**config.mk**
```make
export PLATFORM = sky130hd
export DESIGN_NAME = irq_wake_ctrl
export DESIGN_NICKNAME = d
export VERILOG_FILES = /design/src/rtl/irq_wake_pkg.sv /design/src/rtl/pin_edge_det.sv /design/src/rtl/wake_seq.sv /design/src/rtl/irq_wake_ctrl.sv
export SDC_FILE = /design/constraint.sdc
export NUM_CORES = 1
export LEC_CHECK = 0
export ABC_AREA = 1
export BUFFER_PORTS_ARGS = -buffer_cell sky130_fd_sc_hd__buf_2
export CAP_MARGIN = 20
export CORE_AREA = 4 4 41 43
export CTS_CLUSTER_SIZE = 8
export DETAILED_ROUTE_END_ITERATION = 6
export DIE_AREA = 0 0 45 47
export PLACE_DENSITY = 0.49
export SYNTH_ARGS = -nofsm -noshare
export SYNTH_HDL_FRONTEND = slang
export SYNTH_SLANG_ARGS = --single-unit
```
**constraint.sdc**
```tcl
create_clock -name clk -period 1.1 [get_ports clk]
set_input_delay 0.11 -clock clk [delete_from_list [all_inputs] [get_ports clk]]
set_output_delay 0.11 -clock clk [all_outputs]
set_load 0.005 [all_outputs]
```
**src/rtl/irq_wake_pkg.sv**
```systemverilog
package irq_wake_pkg;

  typedef enum logic [1:0] {
    ST_RUN   = 2'd0,
    ST_SLEEP = 2'd1,
    ST_HOLD  = 2'd2
  } wake_state_t;

  // Edge qualification: rising when pol is 1, falling when pol is 0.
  function automatic logic edge_match(input logic pol, input logic cur, input logic prev);
    return pol ? (cur & ~prev) : (~cur & prev);
  endfunction

endpackage

```
**src/rtl/pin_edge_det.sv**
```systemverilog
module pin_edge_det
  import irq_wake_pkg::*;
#(
  parameter int SYNC_DEPTH = 2
) (
  input  logic clk,
  input  logic rst_n,
  input  logic pin_in,
  input  logic edge_pol,
  output logic edge_evt
);

  logic [SYNC_DEPTH-1:0] sync_q;
  logic                  prev_q;
  logic                  sync_out;

  generate
    if (SYNC_DEPTH == 1) begin : g_one
      always_ff @(posedge clk or negedge rst_n) begin
        if (!rst_n) sync_q <= '0;
        else        sync_q <= pin_in;
      end
    end else begin : g_many
      always_ff @(posedge clk or negedge rst_n) begin
        if (!rst_n) sync_q <= '0;
        else        sync_q <= {sync_q[SYNC_DEPTH-2:0], pin_in};
      end
    end
  endgenerate

  assign sync_out = sync_q[SYNC_DEPTH-1];

  always_ff @(posedge clk or negedge rst_n) begin
    if (!rst_n) prev_q <= 1'b0;
    else        prev_q <= sync_out;
  end

  assign edge_evt = edge_match(edge_pol, sync_out, prev_q);

  // the compare register follows the synchroniser output by one cycle
  a_r10_prev_tracks: assert property (@(posedge clk) disable iff (!rst_n)
    1'b1 |=> (prev_q == $past(sync_out)));

endmodule

```
**src/rtl/wake_seq.sv**
```systemverilog
module wake_seq
  import irq_wake_pkg::*;
(
  input  logic clk,
  input  logic rst_n,
  input  logic sleep_req,
  input  logic wake_cond,
  input  logic gie,
  input  logic instr_done,
  output logic awake,
  output logic hold
);

  wake_state_t state_q, state_d;

  always_comb begin
    state_d = state_q;
    unique case (state_q)
      ST_RUN:   if (sleep_req) state_d = ST_SLEEP;
      ST_SLEEP: if (wake_cond) state_d = gie ? ST_HOLD : ST_RUN;
      ST_HOLD:  if (instr_done) state_d = ST_RUN;
      default:  state_d = ST_RUN;
    endcase
  end

  always_ff @(posedge clk or negedge rst_n) begin
    if (!rst_n) state_q <= ST_RUN;
    else        state_q <= state_d;
  end

  assign awake = (state_q != ST_SLEEP);
  assign hold  = (state_q == ST_HOLD);

  a_r5_sleep_enter: assert property (@(posedge clk) disable iff (!rst_n)
    (awake && !hold && sleep_req) |=> !awake);

  a_r6_stay_asleep: assert property (@(posedge clk) disable iff (!rst_n)
    (!awake && !wake_cond) |=> !awake);

  a_r7_plain_resume: assert property (@(posedge clk) disable iff (!rst_n)
    (!awake && wake_cond && !gie) |=> (awake && !hold));

  a_r8_hold_waits: assert property (@(posedge clk) disable iff (!rst_n)
    (hold && !instr_done) |=> hold);

endmodule

```
**src/rtl/irq_wake_ctrl.sv**
```systemverilog
module irq_wake_ctrl
  import irq_wake_pkg::*;
#(
  parameter int SYNC_DEPTH = 2
) (
  input  logic clk,
  input  logic rst_n,
  input  logic pin_in,
  input  logic edge_pol,
  input  logic pin_en,
  input  logic gie_wr,
  input  logic gie_wr_val,
  input  logic flag_clr,
  input  logic vec_ack,
  input  logic reti,
  input  logic sleep_req,
  input  logic instr_done,
  output logic pin_flag,
  output logic gie,
  output logic vec_req,
  output logic awake,
  output logic core_clk_en
);

  logic edge_evt;
  logic wake_cond;
  logic hold;

  pin_edge_det #(.SYNC_DEPTH(SYNC_DEPTH)) u_edge (
    .clk      (clk),
    .rst_n    (rst_n),
    .pin_in   (pin_in),
    .edge_pol (edge_pol),
    .edge_evt (edge_evt)
  );

  // Sticky flag: a new event beats a software clear in the same cycle
  always_ff @(posedge clk or negedge rst_n) begin
    if (!rst_n)        pin_flag <= 1'b0;
    else if (edge_evt) pin_flag <= 1'b1;
    else if (flag_clr) pin_flag <= 1'b0;
  end

  // Global enable: vector entry clears, return sets, software writes otherwise
  always_ff @(posedge clk or negedge rst_n) begin
    if (!rst_n)       gie <= 1'b0;
    else if (vec_ack) gie <= 1'b0;
    else if (reti)    gie <= 1'b1;
    else if (gie_wr)  gie <= gie_wr_val;
  end

  assign wake_cond = pin_flag & pin_en;

  wake_seq u_seq (
    .clk        (clk),
    .rst_n      (rst_n),
    .sleep_req  (sleep_req),
    .wake_cond  (wake_cond),
    .gie        (gie),
    .instr_done (instr_done),
    .awake      (awake),
    .hold       (hold)
  );

  assign vec_req     = wake_cond & gie & awake & ~hold;
  assign core_clk_en = awake;

  a_r1_event_sets_flag: assert property (@(posedge clk) disable iff (!rst_n)
    edge_evt |=> pin_flag);

  a_r3_flag_sticky: assert property (@(posedge clk) disable iff (!rst_n)
    (pin_flag && !flag_clr) |=> pin_flag);

  a_r9_ack_clears_gie: assert property (@(posedge clk) disable iff (!rst_n)
    vec_ack |=> !gie);

  a_r4_no_vec_asleep: assert property (@(posedge clk) disable iff (!rst_n)
    !core_clk_en |-> !vec_req);

endmodule

```
==> impl_metrics.json <==
{
  "status": "finished, violations left",
  "violations": "setup timing",
  "final_cells": 77,
  "skew_ps": 1.29,
  "drv_slew": 0,
  "cts_max_level": 1,
  "cpPeakStageDelay_ps": 400,
  "dp.cells": 66,
  "die_w_um": 45,
  "grt_usage": 0.0750,
  "cts_sinks": 7,
  "drt_iter0_markers": 2,
  "initial_core_util": 0.239,
  "min-delay-start": "flag_clr",
  "startpoint_type": "register",
  "synthTopCellsByArea": "dfrtp_1 56%, inv_1 8.4%, nand2_1 7.2%, nand3_1 6.4%, a21oi_1 3.2%",
  "clockBufferDepth": 2,
  "drv_cap": 0,
  "gp_congestion": 0.646,
  "routed_wl_um": 684,
  "netlist_instances": 36,
  "layout.nets": 75,
  "setup_viol": 3,
  "crit_slowest_cell": "dfrtp_1",
  "cp-end-kind": "output pin",
  "layout_common_cells": "16 x buf_2, 7 x dfrtp_1, 6 x inv_1, 6 x nand2_1",
  "ant_nets": 0,
  "die_area_um2": 2120,
  "period_needed_ps": 1140,
  "insertion_delay_ps": 240,
  "syn_nets": 48,
  "cpLargestDelayFamily": "flip-flops",
  "place_ws_ps": 156,
  "synth_top_cell_area_share": 0.562,
  "first_pass_iters": 4,
  "clk_pin_slew_ps": 50,
  "path_cells": "inv_2, nor2_2, nor3_1, buf_2",
  "portBuffers": 16,
  "yosysWarningCount": 0,
  "period_share": 1.04,
  "criticalPathCategory": "register to output pin",
  "grt_max_degree": 8,
  "clock.fmax_ghz": 0.874,
  "hold_viol_final": 0,
  "ir_drop_mv": 0.788,
  "crit_start": "u_seq.state_q[1]",
  "worst_hold_path_type": "input pin to register",
  "drc": 0,
  "synth_top_area_cell": "dfrtp_1",
  "dp_hpwl_um": 507,
  "layout_commonest_cell": "buf_2",
  "leakagePower_nw": 0.269,
  "cp.required_ps": 990,
  "worst_pin_slew_ps": 192,
  "synthesis.area_um2": 312,
  "rows": 13,
  "tns_ps": -101,
  "diodes": 0,
  "drive_gt1_frac": 0.468,
  "cts_root_buf": "clkbuf_4",
  "grt_first_pass_wirelength_um": 1060,
  "vias": 331,
  "wl_per_cell_um": 8.88,
  "cts_buffers": 3,
  "rsz0062_at_grt": "true",
  "ios": 17,
  "utilization": 0.378,
  "ys_types": 13,
  "overflow": 0,
  "p_per_area_nw_per_um2": 1750,
  "post_drt_via_cell_ratio": 4.30,
  "synth_area_per_cell_um2": 8.65,
  "antenna_found_initial": 0,
  "critPathBufInv": 2,
  "worst-path-max-fanout": 3,
  "ys_seq_area_frac": 0.562,
  "ys_ff_latch": 7,
  "areaGrowthSynthToFinish_pct": 57.8,
  "core_area_um2": 1300,
  "max_slew_margin": 0.871,
  "r2r-start": "u_seq.state_q[0]",
  "chipHeight_um": 47,
  "grt_pass1_vias": 290,
  "fin_ws_ps": -43.6,
  "cts_tree": "built",
  "cp.arrival_ps": 1030
}
==> synthesized netlist by cell type <==
cell type,instances
nand2_1,6
nand3_1,4
nor3_1,1
inv_2,2
dfrtp_1,7
a21oi_1,2
inv_1,7
buf_4,1
o211ai_1,1
o31ai_1,1
a21oi_2,1
nor2_1,2
nor2_2,1
==> cells by family after synthesis <==
logic type             count (synthesis)  synth area share
DFF                                    7             0.562
AOI/OAI and AO/OA                      5             0.108
and+or+nand+nor                       14             0.197
buffers and inverters                 10             0.133
==> through the flow <==
stage	total power, mW	cell area (um2)	hold WS, ps
2_1_floorplan	0.504	312	-186
3_3_place_gp	0.576	403	-52.2
3_5_place_dp	0.577	403	-49.9
4_1_cts	0.880	484	59.9
5_1_grt	0.933	492	59.4
6_report	0.862	492	69.3
==> what timing repair did <==
item | in CTS | in global routing
resized for setup | 2 | 0
pin swaps | 1 | 0
endpoints found under the hold margin | 9 | 0
hold buffers | 3 | 0
setup endpoints to repair | 3 | 3
buffers inserted | 3 | 1
==> where the power goes <==
group | internal [mW] | switching [mW]
sequential | 0.299 | 0.0387
combinational | 0.152 | 0.147
clock | 0.138 | 0.0871
==> metal layers <==
| metal | track usage | share of wire |
|---|---|---|
| met1 | 0.0632 | 0.36 |
| met2 | 0.136 | 0.51 |
| met3 | 0.0613 | 0.13 |
| met4 | 0.0175 | 0 |
| met5 | 0 | 0 |
==> flip-flops by register name (all words and copies together) (netlist names) <==
| name | cells |
|---|---|
| gie | 1 |
| pin_flag | 1 |
| u_edge.prev_q | 1 |
| u_edge.sync_q | 2 |
| u_seq.state_q | 2 |
==> path summary, 6_finish.rpt <==
kind / end / slack [ps] / cells after the start
setup reg to reg: u_seq.state_q[1] / 220 / 4
hold reg to reg: u_edge.sync_q[1] / 350 / 0
max in group asynchronous: gie / 720 / 2
hold / removal: pin_flag / 70 / 2
min in group asynchronous: pin_flag / 230 / 2
setup / recovery: vec_req / -40 / 4
==> area by class of cell <==
cell class,instances,area (um2)
inverter,9,33.8
fill,148,810
clock buffer,4,26.3
multi-input combinational,19,97.6
tap,15,18.8
timing repair buffer,23,140
sequential,7,175
Power figures use the tool's default switching activity.
